--- src/rtl/cfl_pkg.sv ---
package cfl_pkg;

    localparam logic [15:0] CRC_SEED = 16'hFFFF;
    localparam logic [15:0] CRC_POLY_REFL = 16'h8408;

    // One byte folded into the running CRC, least significant bit first.
    function automatic logic [15:0] crc16_step(input logic [15:0] crc_in, input logic [7:0] data);
        logic [15:0] c;
        c = crc_in;
        for (int i = 0; i < 8; i++) begin
            if (c[0] ^ data[i]) c = (c >> 1) ^ CRC_POLY_REFL;
            else                c = c >> 1;
        end
        return c;
    endfunction

endpackage

--- src/rtl/cfl_rx.sv ---
module cfl_rx
    import cfl_pkg::*;
#(
    parameter int MAX_DATA = 8,
    parameter logic [7:0] SEL_CMD = 8'h6C,
    localparam int DEPTH = MAX_DATA + 2,
    localparam int CW = $clog2(DEPTH + 1)
) (
    input  logic          clk,
    input  logic          rst_n,
    input  logic          rx_bit,
    input  logic          rx_bit_vld,
    input  logic          rx_sof,
    input  logic          rx_eof,
    input  logic          dev_sel,
    output logic [7:0]    out_byte,
    output logic          out_vld,
    output logic          out_good,
    output logic [CW-1:0] out_count
);

    typedef enum logic [1:0] {RX_IDLE, RX_COLL, RX_PLAY} rx_st_e;

    typedef struct packed {
        rx_st_e                st;
        logic [3:0]            idx;
        logic [7:0]            sh;
        logic [CW-1:0]         cnt;
        logic [CW-1:0]         rd;
        logic [15:0]           crc;
        logic [7:0]            h0;
        logic [7:0]            h1;
        logic [DEPTH-1:0][7:0] mem;
    } rx_s;

    rx_s q, d;
    logic crc_ok, gate_ok;

    always_comb begin
        d         = q;
        out_vld   = 1'b0;
        out_good  = 1'b0;
        out_byte  = q.mem[q.rd];
        out_count = q.cnt - CW'(2);
        crc_ok    = (~q.crc) == {q.h0, q.h1};
        gate_ok   = dev_sel || (q.mem[0] == SEL_CMD);
        case (q.st)
            RX_IDLE: begin
                if (rx_sof) begin
                    d.st  = RX_COLL;
                    d.idx = 4'd0;
                    d.cnt = '0;
                    d.crc = CRC_SEED;
                end
            end
            RX_COLL: begin
                if (rx_sof) begin
                    d.idx = 4'd0;
                    d.cnt = '0;
                    d.crc = CRC_SEED;
                end else if (rx_eof) begin
                    if (q.idx == 4'd0 && q.cnt >= CW'(3) && crc_ok && gate_ok) begin
                        d.st = RX_PLAY;
                        d.rd = '0;
                    end else begin
                        d.st = RX_IDLE;
                    end
                end else if (rx_bit_vld) begin
                    if (q.idx == 4'd0) begin
                        if (rx_bit) d.st = RX_IDLE;
                        else        d.idx = 4'd1;
                    end else if (q.idx == 4'd9) begin
                        if (!rx_bit || q.cnt == CW'(DEPTH)) begin
                            d.st = RX_IDLE;
                        end else begin
                            d.mem[q.cnt] = q.sh;
                            d.cnt        = q.cnt + CW'(1);
                            d.h0         = q.sh;
                            d.h1         = q.h0;
                            // the byte two behind the newest is known to be data
                            if (q.cnt >= CW'(2)) d.crc = crc16_step(q.crc, q.h1);
                            d.idx = 4'd0;
                        end
                    end else begin
                        d.sh  = {rx_bit, q.sh[7:1]};
                        d.idx = q.idx + 4'd1;
                    end
                end
            end
            RX_PLAY: begin
                out_vld = 1'b1;
                if (q.rd == q.cnt - CW'(3)) begin
                    out_good = 1'b1;
                    d.st     = RX_IDLE;
                end else begin
                    d.rd = q.rd + CW'(1);
                end
            end
            default: d.st = RX_IDLE;
        endcase
    end

    always_ff @(posedge clk) begin
        if (!rst_n) q <= '0;
        else        q <= d;
    end

    assert_burst_after_eof_R4: assert property (@(posedge clk) disable iff (!rst_n)
        $rose(out_vld) |-> $past(rx_eof));
    assert_burst_unbroken_R4: assert property (@(posedge clk) disable iff (!rst_n)
        (out_vld && !out_good) |=> out_vld);
    assert_burst_ends_R5: assert property (@(posedge clk) disable iff (!rst_n)
        out_good |=> !out_vld);
    assert_count_range_R8: assert property (@(posedge clk) disable iff (!rst_n)
        out_good |-> (out_count >= CW'(1) && out_count <= CW'(MAX_DATA)));

endmodule

--- src/rtl/cfl_tx.sv ---
module cfl_tx
    import cfl_pkg::*;
(
    input  logic       clk,
    input  logic       rst_n,
    input  logic [7:0] tx_byte,
    input  logic       tx_vld,
    input  logic       tx_last,
    output logic       tx_ready,
    output logic       tx_bit,
    output logic       tx_bit_vld,
    output logic       tx_sof,
    output logic       tx_eof
);

    typedef enum logic [2:0] {TX_IDLE, TX_SOF, TX_LOAD, TX_SEND, TX_EOF} tx_st_e;

    typedef struct packed {
        tx_st_e      st;
        logic [3:0]  idx;
        logic [7:0]  sh;
        logic [15:0] crc;
        logic [1:0]  ph;
        logic        last;
    } tx_s;

    tx_s q, d;

    always_comb begin
        d          = q;
        tx_ready   = 1'b0;
        tx_bit     = 1'b0;
        tx_bit_vld = 1'b0;
        tx_sof     = 1'b0;
        tx_eof     = 1'b0;
        case (q.st)
            TX_IDLE: begin
                if (tx_vld) begin
                    d.st  = TX_SOF;
                    d.crc = CRC_SEED;
                end
            end
            TX_SOF: begin
                tx_sof = 1'b1;
                d.st   = TX_LOAD;
            end
            TX_LOAD: begin
                tx_ready = 1'b1;
                if (tx_vld) begin
                    d.st   = TX_SEND;
                    d.sh   = tx_byte;
                    d.last = tx_last;
                    d.crc  = crc16_step(q.crc, tx_byte);
                    d.idx  = 4'd0;
                    d.ph   = 2'd0;
                end
            end
            TX_SEND: begin
                tx_bit_vld = 1'b1;
                if (q.idx == 4'd0)      tx_bit = 1'b0;
                else if (q.idx == 4'd9) tx_bit = 1'b1;
                else                    tx_bit = q.sh[q.idx[2:0] - 3'd1];
                if (q.idx == 4'd9) begin
                    d.idx = 4'd0;
                    case (q.ph)
                        2'd0: begin
                            if (q.last) begin
                                d.ph = 2'd1;
                                d.sh = ~q.crc[7:0];
                            end else begin
                                d.st = TX_LOAD;
                            end
                        end
                        2'd1: begin
                            d.ph = 2'd2;
                            d.sh = ~q.crc[15:8];
                        end
                        default: d.st = TX_EOF;
                    endcase
                end else begin
                    d.idx = q.idx + 4'd1;
                end
            end
            TX_EOF: begin
                tx_eof = 1'b1;
                d.st   = TX_IDLE;
            end
            default: d.st = TX_IDLE;
        endcase
    end

    always_ff @(posedge clk) begin
        if (!rst_n) q <= '0;
        else        q <= d;
    end

    assert_load_after_sof_R10: assert property (@(posedge clk) disable iff (!rst_n)
        tx_sof |=> tx_ready);
    assert_start_bit_low_R10: assert property (@(posedge clk) disable iff (!rst_n)
        (tx_ready && tx_vld) |=> (tx_bit_vld && !tx_bit));
    assert_bits_end_cleanly_R11: assert property (@(posedge clk) disable iff (!rst_n)
        $fell(tx_bit_vld) |-> (tx_ready || tx_eof));
    assert_eof_then_quiet_R11: assert property (@(posedge clk) disable iff (!rst_n)
        tx_eof |=> (!tx_bit_vld && !tx_ready));

endmodule

--- src/rtl/char_frame_link.sv ---
module char_frame_link #(
    parameter int MAX_DATA = 8,
    parameter logic [7:0] SEL_CMD = 8'h6C,
    localparam int CW = $clog2(MAX_DATA + 3)
) (
    input  logic          clk,
    input  logic          rst_n,
    input  logic          rx_bit,
    input  logic          rx_bit_vld,
    input  logic          rx_sof,
    input  logic          rx_eof,
    input  logic          dev_sel,
    output logic [7:0]    out_byte,
    output logic          out_vld,
    output logic          out_good,
    output logic [CW-1:0] out_count,
    input  logic [7:0]    tx_byte,
    input  logic          tx_vld,
    input  logic          tx_last,
    output logic          tx_ready,
    output logic          tx_bit,
    output logic          tx_bit_vld,
    output logic          tx_sof,
    output logic          tx_eof
);

    cfl_rx #(.MAX_DATA(MAX_DATA), .SEL_CMD(SEL_CMD)) u_rx (
        .clk(clk), .rst_n(rst_n),
        .rx_bit(rx_bit), .rx_bit_vld(rx_bit_vld), .rx_sof(rx_sof), .rx_eof(rx_eof),
        .dev_sel(dev_sel),
        .out_byte(out_byte), .out_vld(out_vld), .out_good(out_good), .out_count(out_count)
    );

    cfl_tx u_tx (
        .clk(clk), .rst_n(rst_n),
        .tx_byte(tx_byte), .tx_vld(tx_vld), .tx_last(tx_last), .tx_ready(tx_ready),
        .tx_bit(tx_bit), .tx_bit_vld(tx_bit_vld), .tx_sof(tx_sof), .tx_eof(tx_eof)
    );

endmodule

--- config.mk ---
export PLATFORM = sky130hd
export DESIGN_NAME = char_frame_link
export DESIGN_NICKNAME = d
export VERILOG_FILES = /design/src/rtl/cfl_pkg.sv /design/src/rtl/cfl_rx.sv /design/src/rtl/cfl_tx.sv /design/src/rtl/char_frame_link.sv
export SDC_FILE = /design/constraint.sdc
export NUM_CORES = 1
export LEC_CHECK = 0
export ABC_AREA = 1
export BUFFER_PORTS_ARGS = -buffer_cell sky130_fd_sc_hd__buf_4
export CAP_MARGIN = 20
export CORE_ASPECT_RATIO = 0.5
export CORE_MARGIN = 5
export CORE_UTILIZATION = 65
export CTS_CLUSTER_DIAMETER = 40
export CTS_CLUSTER_SIZE = 14
export DETAILED_ROUTE_END_ITERATION = 10
export PLACE_DENSITY = 0.83
export SYNTH_ARGS = -nofsm -noshare
export SYNTH_HDL_FRONTEND = slang
export SYNTH_SLANG_ARGS = --single-unit
--- constraint.sdc ---
create_clock -name clk -period 2.8 [get_ports clk]
set_input_delay 0.14 -clock clk [delete_from_list [all_inputs] [get_ports clk]]
set_output_delay 0.14 -clock clk [all_outputs]
set_load 0.01 [all_outputs]
Word level (Yosys, flattened, before mapping):

Index checks and enable logic that the tools add are counted.

* register bits: 168
* logic and storage cells: 301
* output and inout port bits: 19
* input bits: 17

* equality and inequality tests: 38
* multiplexer cells: 158
* bitwise gates (word level): 40
* order comparisons: 6
* reductions and logical operators: 28
* add/sub/neg operators: 7

Operators with widths (count)
* $mux 16: 91
* $mux 112: 5
* $bwmux 80: 1
* $pmux 16 s2: 2
* $mux 4: 13
* $not 2->3: 16
* $mux 8: 5
* $mux 34: 1
* $bmux 8 s4: 1
* $demux 8 s4: 1
* $pmux 12 s2: 1
* $pmux 4 s2: 3
* $ne 3x3->1 const B: 7
* $reduce_and 7->1: 3
* $mux 18: 1
* $mux 2: 9
* $add 4x1->4 const B: 4
* $eq 16x16->1: 1
* $not 16->16: 1
* $not 8->8: 2
* $pmux 8 s2: 1
* $xor 1x1->1: 16
* $reduce_and 5->1: 3
* $ne 2x2->1 const B: 7
* other kinds (40): 82

Logic depth before layout (Yosys ltp):

Gate-level depths: netlist of run 1.

* word-level depth: 80
* depth in mapped cells: 14
* gate-level depth less buffers: 14

Modules after synthesis:

Synthesis of run 1 repeated with hierarchy kept, for this count alone.

* cell total of the unflattened synthesis: 1323
* area, all modules: 8792.2 µm²

Modules (own cells, without submodules)
* cfl_rx: times used 1, cells an instance 944, seq. area each 2682.6 µm², area an instance 6601.3 µm²
* cfl_tx: times used 1, cells an instance 379, seq. area each 680.7 µm², area an instance 2190.9 µm²

Worst setup path after synthesis of run 1:

Ideal clock, no wire load.

* kind: register -> register
* start: reg u_rx.q[116] (netlist bit)
* end: reg (tool-made name)
* setup slack: 0.867 ns
* setup time: 0.116 ns
* stages on the path, launching flop included: 13
* arrival: 1.817 ns
* path buffers: 2
* cell sequence: dfxtp_1 -> inv_1 -> ha_1 -> inv_1 -> o21ai_2 -> nor2_4 -> nand2_2 -> nor2_8 -> buf_12 -> nand3_2 -> buf_6 -> o21ai_1 -> a21oi_1

RTL lines
* from (decl): RTL line cfl_rx.sv:36 `rx_s q, d;`
* from (signal assigned): RTL line cfl_rx.sv:104 `if (!rst_n) q <= '0;`
* from (signal assigned): RTL line cfl_rx.sv:105 `else q <= d;`

==> results list, run 1 <==
* Synthesized cell area: approximately 8400 um2
- The number of pins exceeding their max-slew limit in the final report is 0.
- During placement, the flow inserted port buffers numbering 35.
- Endpoints failing setup: 0
* Core occupancy in the finished layout: 0.7372
- Y dimension of the die: 90.43 um
- Crit path arrival time: 2.87 ns
- At the end of routability-driven placement, the weighted congestion stood at 0.8970.
- The detailed router finished its first iteration with 906 violations.
- Counting flops and latches in the post-synthesis netlist gives 168.
- I/O pin count: 36
- CTS Buffer Depth: 2
- Core Rows: 29
* Power per cell area: roughly 630 nW/um2
* Met3 layer wire length in the routed design: 1454 um
* Count of fill cells added during filler insertion: 984
- Leakage power of the design: ~3.8 nW
- Worst clock skew on the final layout: 0.01517 ns
* HP Class: primary input to flip-flop
* Setup repair after global routing missed its margin: no
- Number of vias per cell: 5.724
- Synth Area in Compound Gates: 0.2483
- Post-route clock period utilization: 0.9194
- Xor/xnor share of the synthesized area: 0.03854
- Compared with the post-synthesis result, the final layout area differs by 11.01%.
* Simple-gate portion of the synthesized area: 0.1735
- Total routing usage reported by global routing: 0.2821
* Number of nets still failing antenna checks after routing: 0
- Number of clock buffers inserted by TritonCTS: 17
- For this run, design rule violations remaining after detail routing come to 0.
* Total cell area at the placement stage: around 8700 um2
* HPWL after DPL: 14100 um
- Worst supply voltage drop on vdd: between 400 and 500 uV
- In this run the horizontal extent of the chip is 170.9 um.
* DIE AREA: 15450 um2
- After routing the design area is ~9300 um2.
- Arithmetic-cell share of the synthesized area counting full adders, half adders and majority gates: 0.01637
* TritonCTS sink count: 168
- Measured against its own limit, the worst slew margin works out to 0.5345.
* Share of flip-flops with an asynchronous set or reset: 0
- After layout, the minimum clock period comes to 2.574 ns.
* Share of the synthesized area in the top cell type: 0.3999
- Area of the core region: 12660 um2
- Post-place setup slack: 0.2881 ns
- Clock insertion delay at the later pin of the skew report: 0.43 ns
- After detailed routing, the average wire length per cell comes to 15.57 um.
- The routed design has 21670 um of wire.
* Number of unique standard cell types used by synthesis: 42
- Max Clk Rate: ~0.4 GHz
- TritonCTS clock tree: done
- Mapped Nets: 1231
- The tree is rooted in a clkbuf_16.
- Yosys warnings: 0
- By area the synthesized netlist is led by dfxtp_1, o21ai_0, a21oi_1, inv_1, nand2_1.
* Worst slew pin tran: ~0.7 ns
- Top-count cell post-synth: o21ai_0
- Synthesis produced 1203 cells.
- Among all flip-flop cells after synthesis, the most frequent one is dfxtp_1.
- Clock slew seen by the registers of the worst setup and hold paths: around 0.07 ns
- Dominant combinational cell family by area after synthesis: compound AO/OA/AOI/OAI gates
- After the last flow step, the layout net total stands at between 1000 and 1500.
- H-Tree Level Count: 4
- The number of antenna violations at the first check in global routing came to 0.
- The flow ran to the end, and the final reports show no timing, DRC or antenna violations.
- After synthesis, the share of cell area in mux cells is 0.
- Entering global routing, the biggest net connects 81 pins.
- Of the cells placed in the final design, the portion with a size suffix greater than 1 is 0.08101.
- After layout, the worst setup slack is about 0.23 ns.
* Crit-path max FO: 25
- By count the netlist is led by o21ai_0, inv_1, a21oi_1.
- After detailed routing, no signal wire sits above met4.
- Avg Inst Size Synth: 6.990 um2
* Endpoint kind of the worst setup timing path: flip-flop
* Final number of hold-violating endpoints: 0
- Routed vias: 7968
* Share of synthesized area occupied by flip-flops and latches: 0.3999
- Count of maximum capacitance violations: 0
- Met2 wire len: 10370 um
- # diodes: 0
* Worst Setup Path Type: flip-flop to flip-flop
* CP Data Required Time: 3.10 ns
- The number of global-route vias before repair was 7456.
* Met1 Wirelength: 9277 um
- The worst setup path is launched from a flip-flop.
* Total iterations of the first detailed-routing run: 5
- Final global-route overflow total: 0
- Count of buffers added by post-CTS timing repair for setup: 0
- The initial utilization of the core area, before any placement, comes to 0.6641.
- Cell type with the highest aggregate area in the netlist: dfxtp_1
- Final setup TNS: 0 ns
- Number of synthesized flops with an enable pin: 0
- The first global-routing pass estimated approximately 36000 um of wire.
## path summary, 6_finish.rpt
| check | from | end | slack (ns) | depth (start not counted) |
|---|---|---|---|---|
| worst max-delay path | u_rx.q[116] | flip-flop | 0.23 | 10 |
| worst min-delay path | tx_last | u_tx.q[0] | 0.01 | 3 |
| worst max register to register | u_rx.q[116] | flip-flop | 0.23 | 10 |
| worst min register to register | flip-flop | flip-flop | 0.45 | 2 |
## logic make-up (layout without fill, tap and decap cells)
group	after synthesis	after routing
compound gates	400	400
xor+xnor	37	37
fa+ha+maj	11	11
buf+inv	253	272
flops	168	168
simple gates	334	334
## per-stage QoR
step	total power, W	std cells	hold slack [ns]
3_5_place_dp	0.003273	1358	0.4337
5_1_grt	0.006094	1392	0.02215
6_report	0.005866	1392	0.01082
2_1_floorplan	0.003096	1203	0.2749
3_3_place_gp	0.003247	1358	0.4298
4_1_cts	0.005861	1392	0.004084
## worst max-delay path, stage by stage (launching register included)
cell and delay [ns]:
dfxtp_1 0.34, inv_1 0.10, ha_1 0.28, inv_1 0.09, o21ai_2 0.09, nor2_4 0.11
nand2_2 0.09, nor2_8 0.37, nand3_1 0.53, o21ai_0 0.38, a21oi_1 0.06
## placed cells by master, fill, tap and decap left out, types with 4 or more instances in the layout
cell,synthesis,final
a32o_1,4,4
o22ai_1,6,6
clkbuf_16,0,17
nor2_1,92,92
a21oi_1,179,179
inv_2,5,5
nand2_2,4,4
xnor2_1,16,16
xor2_1,21,21
o21ai_0,189,189
nand3_1,65,65
o221ai_1,5,5
nand4_1,4,4
nand2_1,149,149
ha_1,11,11
dfxtp_1,168,168
inv_1,182,182
buf_4,3,48
o21ai_1,4,4
a211oi_1,4,4
bufinv_16,0,4
nor3_1,7,7
## cell type report
type / count / area, um2 / area share
clock inverters: 13 / 203.9 / 0.02185
flip-flops and latches: 168 / 3363 / 0.3603
repair buffers: 50 / 380.4 / 0.04075
inverters: 190 / 713.2 / 0.07640
multi-input cells: 782 / 4009 / 0.4294
well taps: 170 / 212.7 / 0.02279
clock buffers: 19 / 452.9 / 0.04852
## per-layer routing
layer	global-route usage	up-vias
met5	0	-
li1	-	3944
met1	0.3628	3644
met3	0.05116	54
met2	0.4839	326
met4	0.08504	0
## report_power, final
group	internal, W	total (W)	switching [W]
Clock	0.00157	0.00262	0.00105
Combinational	0.000247	0.000693	0.000446
Sequential	0.00248	0.00255	0.0000716
## timing repair
item                      4_1_cts  5_1_grt
hold endpoints to repair        2        0
resized for setup               0        0
hold buffers                    2        0
No activity file was read; power rests on OpenSTA's default activity.
==> run 2, diff against run 1 <==
==> constraint.sdc (replaced) <==
create_clock -name clk -period 2.8 [get_ports clk]
set_input_delay 0.28 -clock clk [delete_from_list [all_inputs] [get_ports clk]]
set_output_delay 0.28 -clock clk [all_outputs]
set_load 0.01 [all_outputs]
==> run 2 against run 1 <==
Compared with the run above:
- total power is 2.1% lower
- critical path type unchanged
- first-iteration DRC count rose by 5.1%
- global-route usage shrank 0.66 points
- largest cell class unchanged
- die area is the same
- wire length shrank 0.35%
- final area down 0.67%
- sequential power barely moved
- largest power group is now registers
- sequential share of layout area rose by 0.24 points
- worst setup slack worse by 0.027 ns
- clock power is 4% lower
==> results list, run 2 (synthesis gave the netlist of run 1 again) <==
- The number of cells after detailed placement is 1357 (-0.074%).
- Root Driver: clkbuf_16
- The time the worst path needs with I/O delays and setup is 2.601 ns (+0.02698 ns).
* Number of global-route vias before repair: 7313 (-1.9%)
- Leakage power of the design: 3.769 nW (-0.88%)
* Pin count of the biggest net entering global routing: 70 (-14%)
- H-Tree Level Count: 4 (unchanged)
- Final global-route overflow total: 0 (unchanged)
- The number of buffers on the longest clock path was 2 (unchanged).
* Slew margin rel.: 0.4273 (-0.1072)
- STA classifies the critical path startpoint as a flip-flop.
- The number of top-level pins came to 36 (unchanged).
- Number of nets in the finished design: 1234 (-0.24%)
* Final Power: 0.005745 W (-2.1%)
* Total iterations of the first detailed-routing run: 6 (+1)
- Setup repair after global routing could not meet its margin everywhere.
* Y dimension of the die: 90.43 um (unchanged)
- The flow ran to the end, and the final reports show no timing, DRC or antenna violations.
- Final number of hold-violating endpoints: 0 (unchanged)
* Max Clk Rate: 0.3844 GHz (-1.0%)
* CP Data Required Time: 3.10 ns (about the same)
- The total power density per cell area is 619.6 nW/um2 (-1.4%).
* # diodes: 0 (unchanged)
* Core occupancy in the finished layout: 0.7322 (-0.004940)
* DIE AREA: 15450 um2 (unchanged)
* IO Port Bufs: 35 (unchanged)
- The DRC violation count after routing was 0 (unchanged).
* X dimension of the die: 170.9 um (unchanged)
- The transition at the pin with the smallest max-transition slack is 0.8582 ns (+0.1607 ns).
- The CTS buffer count came to 17 (unchanged).
- The total routing usage reported by global routing is 0.2756 (-0.006555).
- TritonCTS built the clock tree.
- Psw: 0.001568 W (-0.21%)
- Combinational group share of total power: 0.120 (+0.002)
* Post-route standard cell area excluding fillers: 9273 um2 (-0.67%)
- Count of maximum capacitance violations: 0 (unchanged)
* Hold bufs inserted after CTS: 0 (-2)
* Smallest hold slack: 0.1275 ns (+0.1166 ns)
- The area growth from synthesis to layout is 10.27%.
- Total wirelength of the detailed-routed design: 21590 um (-0.35%)
- Count of fill cells added during filler insertion: 988 (+0.41%)
- Post-route clock period utilization: 0.9290 (+0.009635)
- The critical path is of the flip-flop to flip-flop type.
- The number of antenna violations at the first check in global routing is 0 (unchanged).
- The number of failing setup endpoints in the final timing report is 0 (unchanged).
- The area of combinational cells with multiple inputs is 4009 um2 (unchanged).
- The detailed-routed wire length on met2 came to 10450 um (+0.79%).
- Endpoint kind of the worst setup timing path: flip-flop
* Total cell area at the placement stage: 8651 um2 (about the same)
- Global-route wire length before repair: 35070 um (-2.8%)
- The clock transition at the registers of the reported paths is 0.07 ns (about the same).
- Met3 layer wire length in the routed design: 1459 um (+0.34%)
- The total clock sinks came to 168 (unchanged).
* HP Class: primary input to flip-flop
* Share of total power consumed by net switching: 0.2729 (+0.005070)
* Clock insertion delay at the later pin of the skew report: 0.43 ns (about the same)
* Number of vias per cell: 5.747 (+0.39%)
- The largest fanout on the critical path was 25 (unchanged).
- The layout cell share with drive strength beyond 1 is 0.07957 (-0.001441).
* RePlAce Congestion: 0.8725 (-2.7%)
- Starting DRT DRC Count: 952 (+5.1%)
* Worst clock skew on the final layout: 0.007600 ns (-0.007565 ns)
- Most common library cell in the layout ignoring fill and taps: o21ai_0
- The area of the placeable core was 12660 um2 (unchanged).
- The total via count after detailed routing came to 7982 (+0.18%).
- The sequential share of power was 0.443 (+0.009).
* Layout Cells excl Fill: 1389 (-0.22%)
* Final max-slew violation count: 0 (unchanged)
* Worst supply voltage drop on vdd: 402.7 uV (-2.3%)
- The clock network power share is 0.437 (-0.010).
- HPWL after DPL: 14070 um (-0.25%)
- Core Rows: 29 (unchanged)
* Routed length per instance: 15.55 um (-0.14%)
* Storage element area: 3363 um2 (unchanged)
- Starting density of the core: 0.6641 (unchanged)
* Number of nets still failing antenna checks after routing: 0 (unchanged)
- The met1 wire length is 9196 um (-0.87%).
- Commonest cells after routing, fill and taps aside: o21ai_0, inv_1, a21oi_1
* Pint: 0.004177 W (-2.7%)
* Highest routed metal layer: met4
* Crit path arrival time: 2.90 ns (+0.03 ns)
-- run 2: power groups by stage --
stage               Combinational [W]  Clock [W]  Sequential [W]
global route                 0.000771    0.00263         0.00256
global placement             0.000653          0         0.00259
detailed placement           0.000671          0         0.00260
CTS                          0.000679    0.00251         0.00255
floorplan                    0.000515          0         0.00258
finish                       0.000687    0.00251         0.00255
-- run 2: repair_timing --
action                                  in CTS  in global routing
setup buffers                                0                  0
gates resized for setup                      0                  0
endpoints found under the setup margin       0                  2
-- run 2: final cells by class --
| cell class | count | share of cell area |
|---|---|---|
| timing repair buffer | 47 | 0.03805 |
| clock buffer | 19 | 0.04777 |
| inverter | 190 | 0.07691 |
| tap | 170 | 0.02294 |
| sequential | 168 | 0.3627 |
| clock inverter | 13 | 0.01930 |
| multi-input combinational | 782 | 0.4323 |
-- run 2: worst paths after layout --
kind,to,start,depth (start not counted),slack (ns)
setup / recovery,flip-flop,u_rx.q[116],10,0.20
hold reg to reg,flip-flop,flip-flop,2,0.44
setup reg to reg,flip-flop,u_rx.q[116],10,0.20
hold / removal,u_tx.q[0],tx_last,3,0.13
-- run 2: routing by layer --
| layer | global-route usage | up-vias |
|---|---|---|
| li1 | - | 3930 |
| met1 | 0.3571 | 3696 |
| met2 | 0.4642 | 303 |
| met3 | 0.05203 | 53 |
| met4 | 0.09031 | 0 |
| met5 | 0 | - |
-- run 2: through the flow --
| stage | TNS, ns | setup slack [ns] |
|---|---|---|
| 5_1_grt | -0.02467 | -0.01527 |
| 4_1_cts | 0 | 0.2339 |
| 6_report | 0 | 0.1987 |
| 2_1_floorplan | 0 | 0.8671 |
| 3_3_place_gp | 0 | 0.4450 |
| 3_5_place_dp | 0 | 0.3054 |
-- run 2: worst max-delay path, cell delays in order (launching register included) --
cell and delay (ns):
dfxtp_1 0.34, inv_1 0.10, ha_1 0.28, inv_1 0.10
o21ai_2 0.09, nor2_4 0.11, nand2_2 0.09, nor2_8 0.36
nand3_1 0.50, o21ai_0 0.40, a21oi_1 0.09
